File: config.mk
export PLATFORM = sky130hd
export DESIGN_NAME = cos_detector
export DESIGN_NICKNAME = d
export VERILOG_FILES = /design/src/rtl/cos_detector.sv
export SDC_FILE = /design/constraint.sdc
export NUM_CORES = 1
export LEC_CHECK = 0
export CAP_MARGIN = 20
export CORE_ASPECT_RATIO = 1.5
export CORE_MARGIN = 8
export CORE_UTILIZATION = 40
export CTS_CLUSTER_DIAMETER = 30
export CTS_CLUSTER_SIZE = 14
export DETAILED_ROUTE_END_ITERATION = 7
export PLACE_DENSITY_LB_ADDON = 0.15
export REMOVE_ABC_BUFFERS = 1
export SLEW_MARGIN = 10
export SYNTH_ARGS = -nofsm -noshare
export SYNTH_HDL_FRONTEND = slang
export SYNTH_SLANG_ARGS = --single-unit
File: constraint.sdc
create_clock -name clk -period 2.1 [get_ports clk]
set_input_delay 0.315 -clock clk [delete_from_list [all_inputs] [get_ports clk]]
set_output_delay 0.315 -clock clk [all_outputs]
set_load 0.005 [all_outputs]
File: src/rtl/cos_detector.sv
module cos_detector #(
  parameter int NIN      = 16,
  parameter int DW       = 32,
  parameter int AW       = 3,
  parameter int RATE_W   = 3,
  parameter int EXP_BASE = 6,
  parameter int EXP_STEP = 2
) (
  input  logic          clk,
  input  logic          rst_n,
  input  logic [NIN-1:0] din,
  input  logic          wr_en,
  input  logic [AW-1:0] addr,
  input  logic [DW-1:0] wdata,
  output logic [DW-1:0] rdata,
  output logic          irq
);
  localparam int CNT_W = EXP_BASE + EXP_STEP * ((1 << RATE_W) - 1);
  localparam logic [AW-1:0] A_CTRL = AW'(0);
  localparam logic [AW-1:0] A_RATE = AW'(1);
  localparam logic [AW-1:0] A_MASK = AW'(2);
  localparam logic [AW-1:0] A_POL  = AW'(3);
  localparam logic [AW-1:0] A_STAT = AW'(4);

  logic [1:0]        ctrl_q;
  logic [RATE_W-1:0] rate_q;
  logic [NIN-1:0]    mask_q, pol_q, stat_q;
  logic [NIN-1:0]    sync1_q, sync2_q, prev_q, deb_q;
  logic [CNT_W-1:0]  cnt_q, tick_mask;
  logic [NIN-1:0]    upd, ev, clr;
  logic              samp_en, det_en, tick;
  logic              unused_wdata;

  assign samp_en = ctrl_q[0];
  assign det_en  = ctrl_q[1];
  assign unused_wdata = ^wdata;

  always_comb begin
    if (rate_q == '0) tick_mask = '0;
    else tick_mask = (CNT_W'(1) << (EXP_BASE + EXP_STEP * int'(rate_q))) - CNT_W'(1);
  end
  assign tick = samp_en && ((cnt_q & tick_mask) == tick_mask);

  assign upd = {NIN{tick}} & ~(sync2_q ^ prev_q) & (sync2_q ^ deb_q);
  assign ev  = upd & ~(pol_q ^ sync2_q) & ~mask_q & {NIN{det_en}};
  assign clr = (wr_en && addr == A_STAT) ? wdata[NIN-1:0] : '0;
  assign irq = samp_en && (|stat_q);

  always_ff @(posedge clk or negedge rst_n) begin
    if (!rst_n) begin
      ctrl_q <= '0;
      rate_q <= '0;
      mask_q <= '1;
      pol_q  <= '0;
    end else if (wr_en) begin
      case (addr)
        A_CTRL:  ctrl_q <= wdata[1:0];
        A_RATE:  rate_q <= wdata[RATE_W-1:0];
        A_MASK:  mask_q <= wdata[NIN-1:0];
        A_POL:   pol_q  <= wdata[NIN-1:0];
        default: ;
      endcase
    end
  end

  always_ff @(posedge clk or negedge rst_n) begin
    if (!rst_n) begin
      sync1_q <= '0;
      sync2_q <= '0;
      prev_q  <= '0;
      deb_q   <= '0;
      cnt_q   <= '0;
      stat_q  <= '0;
    end else begin
      sync1_q <= din;
      sync2_q <= sync1_q;
      cnt_q   <= samp_en ? cnt_q + CNT_W'(1) : '0;
      if (tick) prev_q <= sync2_q;
      deb_q   <= deb_q ^ upd;
      stat_q  <= (stat_q & ~clr) | ev;
    end
  end

  always_comb begin
    rdata = '0;
    case (addr)
      A_CTRL:  rdata[1:0]        = ctrl_q;
      A_RATE:  rdata[RATE_W-1:0] = rate_q;
      A_MASK:  rdata[NIN-1:0]    = mask_q;
      A_POL:   rdata[NIN-1:0]    = pol_q;
      A_STAT:  rdata[NIN-1:0]    = stat_q;
      default: rdata = '0;
    endcase
  end


  masked_no_set_chk: assert property (@(posedge clk) disable iff (!rst_n)
    ((stat_q & ~$past(stat_q) & $past(mask_q)) == '0));


  detect_off_chk: assert property (@(posedge clk) disable iff (!rst_n)
    !det_en |=> ((stat_q & ~$past(stat_q)) == '0));


  deb_hold_chk: assert property (@(posedge clk) disable iff (!rst_n)
    !samp_en |=> $stable(deb_q));


  w1c_chk: assert property (@(posedge clk) disable iff (!rst_n)
    (wr_en && addr == A_STAT) |=> ((stat_q & $past(wdata[NIN-1:0]) & ~$past(ev)) == '0));


  event_wins_chk: assert property (@(posedge clk) disable iff (!rst_n)
    (ev != '0) |=> ((stat_q & $past(ev)) == $past(ev)));


  upper_zero_chk: assert property (@(posedge clk) disable iff (!rst_n)
    rdata[DW-1:NIN] == '0);
endmodule

# [Yosys cells after proc, flatten, opt, wreduce, memory -nomap -nowiden]
# Cells that the tools add are included.
[word_totals] reg_bits=137 elab_cells=51 output_inout_bits=33
[op_classes] muxes=6 n_bitwise=16 n_eq_ne=5 reduce_logical=10 add_sub_neg=3 n_shift=1
[op_table] op="bitwise AND 16 bit" n=6
[op_table] op="NOT 16 bit" n=4
[op_table] op="XOR 16 bit" n=4
[op_table] op="two-way mux 20 bit" n=2
[op_table] op="one-hot mux 13 bit (3 select lines)" n=1
[op_table] op="adder 20 x 1 -> 20 bit (second input constant)" n=1
[op_table] op="bitwise AND 20 bit" n=1
[op_table] op="equality test 20 bit" n=1
[op_table] op="left shift 1 x 5 -> 20 bit (first input constant)" n=1
[op_table] op="subtractor 20 x 2 -> 20 bit (second input constant)" n=1
[op_table] op="two-way mux 16 bit" n=1
[op_table] op="bitwise OR 16 bit" n=1
[op_table] op="OR reduction 16 bit" n=1
[op_table] op="one-hot mux 2 bit (5 select lines)" n=1
[op_table] op="AND reduction 2 bit" n=4
[op_table] op="equality test 3 x 2 -> 1 bit (second input constant)" n=2
[op_table] op="logical NOT 3 bit" n=2
[op_table] op="adder 3 x 4 -> 5 bit (first input constant)" n=1
[op_table] op="one-hot mux 1 bit (4 select lines)" n=1
[op_table] op="equality test 3 x 1 -> 1 bit (second input constant)" n=1
[op_table] op="equality test 3 bit (second input constant)" n=1
[op_table] op="logical AND 1 bit" n=3

# [Longest topological paths before layout]
[depth] depth_word=13 mapped_depth=9

# [Worst setup path after synthesis]
# No wires, ideal clock.
[synth_timing] path_kind="register to register" start="register rate_q[1]" end="register with a tool-made name" synth_period_minus_slack_ns=2.003 path_slack_ns=0.097 arrival_time_ns=1.865 path_stages_with_launch=9 path_cell_list="dfrtp_1 -> buf_6 -> o211ai_2 -> o221ai_2 -> or4_1 -> buf_2 -> buf_6 -> o31ai_2 -> o211ai_1"
[synth_rtl] element="from (decl)" line="26" source="logic [RATE_W-1:0] rate_q;"
[synth_rtl] element="from (signal assigned)" line="58" source="A_RATE: rate_q <= wdata[RATE_W-1:0];"

==> results by group <==
Yosys
  – Mapped cell area: 0.00645 mm^2
  – Post-Synth XOR/XNOR Area: 0.0217
  – Adder-cell share of the synthesized area: 0.00388
  – Synth unique cells: 56
  – Avg Inst Size Synth: 11.3 um^2
  – Top-count cell post-synth: dfrtp_1
  – EDFF count, synth: 0
  – Largest family of logic cells by synthesized area: compound AO/OA/AOI/OAI gates
  – Compound-Gate Fraction of Synth Area: 0.150
  – Ys Warns: 0
  – Ys async rst share: 1.00
  – Yosys reg bits: 137
  – Post-synth top area cell: dfrtp_1
  – Syn Inst Count: 572
  – Post-synthesis mux area share: 0.114
  – Post-synth top area share: 0.470
  – Prevailing post-synth register cell: dfrtp_1
  – Simple-Gate Fraction of Synth Area: 0.123
  – Post-synth top cells: 121 x dfrtp_1, 70 x nand2_1, 37 x mux2_2
  – Seq/Total Area, Yosys: 0.535
  – Synth area leaders: dfrtp_1 47%, dfstp_2 6.5%, mux2_2 6.5%

Global routing
  – Overall Global Routing Usage: 0.169
  – First-pass GRT wire length: 26400 um
  – Global route total overflow: 0
  – Initial antenna violation count: 0
  – Largest net degree at the start of global routing: 52
  – Number of global-route vias before repair: 4968

Routing
  – Routed len/inst: 19.0 um
  – Pre-antenna DRT Iters: 4
  – DRT Wirelength: 16600 um
  – DR vias/cell: 5.42
  – Via total after detailed routing: 4730
  – DR iter-0 viols: 306
  – Post-DRT Antenna Nets: 0
  – # DRC: 0

Clock tree
  – CTS buffer count: 17
  – Clock latency on the worst-skew pair: 0.42 ns
  – CTS tree: yes
  – Root Buffer: clkbuf_16
  – Clock Sinks: 137
  – CTS max path bufs: 2
  – CTS HTree Levels: 4
  – Reg clk slew, reported paths: 0.06 ns

Hold path
  – Hold_sp: din[14]
  – Hold/Removal Path Class: input port to flop
  – Worst hold path endpoint: sync1_q[14]$_DFF_PN0_
  – Hold path cells: 1

STA
  – Max Clock Skew: 0.00485 ns
  – Final period util: 0.979
  – Worst-Margin Slew: 0.543 ns
  – Slew Viols, Final: 0
  – Final hold vios: 0
  – Setup TNS: 0 ns
  – RSZ-0062 raised after global routing: yes
  – Relative slew slack: 0.638
  – Max Clock Freq: 0.487 GHz
  – # setup viols final: 0
  – Fin crit period: 2.05 ns
  – Setup ws final: 0.0451 ns

Critical path
  – Crit-path cells: nor3_4 > a311oi_2 > or4_4 > clkbuf_16 > o31ai_2 > o211ai_1
  – Max incr delay on CP: 0.55 ns
  – WP data arrival: 2.34 ns
  – Worst path bufs/invs: 1
  – Slowest CP cell: or4_4
  – Worst path top cell family by delay: simple AND/OR/NAND/NOR gates
  – R2R setup slack: 0.05 ns
  – Levels on crit path: 6
  – RR Startpoint: rate_q[1]$_DFFE_PN0P_
  – Worst setup EP type: flop
  – Reg2reg path depth: 6
  – Setup crit start: rate_q[1]$_DFFE_PN0P_
  – Crit-path max FO: 8
  – Startpoint types: flop
  – CP required: 2.39 ns
  – WS Path Type: flop to flop

Placement
  – Port Buffers: 54
  – Placement Setup Slack: -0.309 ns
  – HPWL after DPL: 10900 um
  – Area after DPL: 0.00742 mm^2
  – GP Congestion: 0.782

Die
  – Die Y: 171 um
  – Initial core utilization: 0.404
  – IO Pins: 87
  – Core ar.: 0.0160 mm^2
  – Die W: 120 um
  – Rows: 57
  – Die area: 0.0205 mm^2

Layout
  – Layout area overhead: 27.5%
  – # nets final: 711
  – Layout cells sized above 1: 0.238
  – Core Util, Final: 0.515
  – Post-route design area: 0.00822 mm^2
  – Multi-input logic area: 0.00285 mm^2
  – FF/Latch Area: 0.00345 mm^2
  – Diode count: 0
  – Fillers: 1428

Power
  – Total Power: 0.00776 W
  – Cell area power density: 943 mW/mm^2
  – VDD IR max: 0.573 mV
  – Pleak: 3.47 nW

Flow run
  – Max Cap Violations: 0

Status
  – Run status: finished, final reports clean
-- layer usage --
| metal | track usage | wire length, um |
|---|---|---|
| met2 | 0.291 | 8500 |
| met4 | 0.0802 | 395 |
| met1 | 0.190 | 6920 |
| met5 | 0 | 0 |
| met3 | 0.0453 | 789 |
-- layout make-up --
class	count	share of cell area
clock buffer	19	0.0551
clock inverter	12	0.0183
inverter	23	0.0105
multi-input combinational	388	0.346
sequential	137	0.420
tap	206	0.0313
timing repair buffer	88	0.119
-- placed cells by master, fill, tap and decap left out, drive strengths merged, types with 6 or more instances in the layout --
master / count
nand3: 11
dfrtp: 121
o211ai: 18
a41oi: 16
inv: 23
o31ai: 33
xnor2: 8
clkdlybuf4s50: 33
dlygate4sd2: 18
dfstp: 16
mux2: 51
clkbuf: 20
nor3: 7
o21ai: 34
clkinvlp: 6
xor2: 8
conb: 18
nor4: 20
mux2i: 16
nand2: 70
nor2: 25
nand2b: 6
buf: 32
-- worst reg2reg max path, delay by kind of cell, from the launching register on --
family	cells	cell delay, ns
DFF	1	0.48
AOI/OAI and AO/OA	3	0.43
and+or+nand+nor	2	0.79
buffers and inverters	1	0.22
-- how the worst max path moves through the flow --
stage / to / slack, ns
2_1_floorplan: stat_q[0]$_DFF_PN0_ / -0.08
3_3_place_gp: rdata[3] / -0.29
3_5_place_dp: rdata[3] / -0.31
4_1_cts: irq / -0.01
5_1_grt: flop / -0.006
6_report: flop / 0.05
-- report_power, final --
part	internal [W]	switching, W
sequential	0.00304	0.000383
combinational	0.000661	0.000629
clock	0.00191	0.00113
-- through the flow --
stage          instances  hold WS, ns
2_1_floorplan        548       0.0194
3_3_place_gp         836        0.314
3_5_place_dp         836        0.322
4_1_cts              872        0.318
5_1_grt              873        0.310
6_report             873        0.326
-- kinds of logic (layout without fill, tap and decap cells) --
logic type | count (synthesis) | count (layout)
and+or+nand+nor | 161 | 161
adders and majority gates | 2 | 2
muxes | 67 | 67
AOI/OAI and AO/OA | 124 | 124
DFF | 137 | 137
other | 2 | 18
xor gates and xnor gates | 16 | 16
buffers and inverters | 63 | 142
-- repair_timing --
item,4_1_cts,5_1_grt
buffers inserted,3,0
resized for setup,30,19
pin swaps,0,3
hold buffers,1,0
gates cloned,1,1
endpoints found under the hold margin,42,0
endpoints found under the setup margin,42,35
No activity file was read; power rests on OpenSTA's default activity.
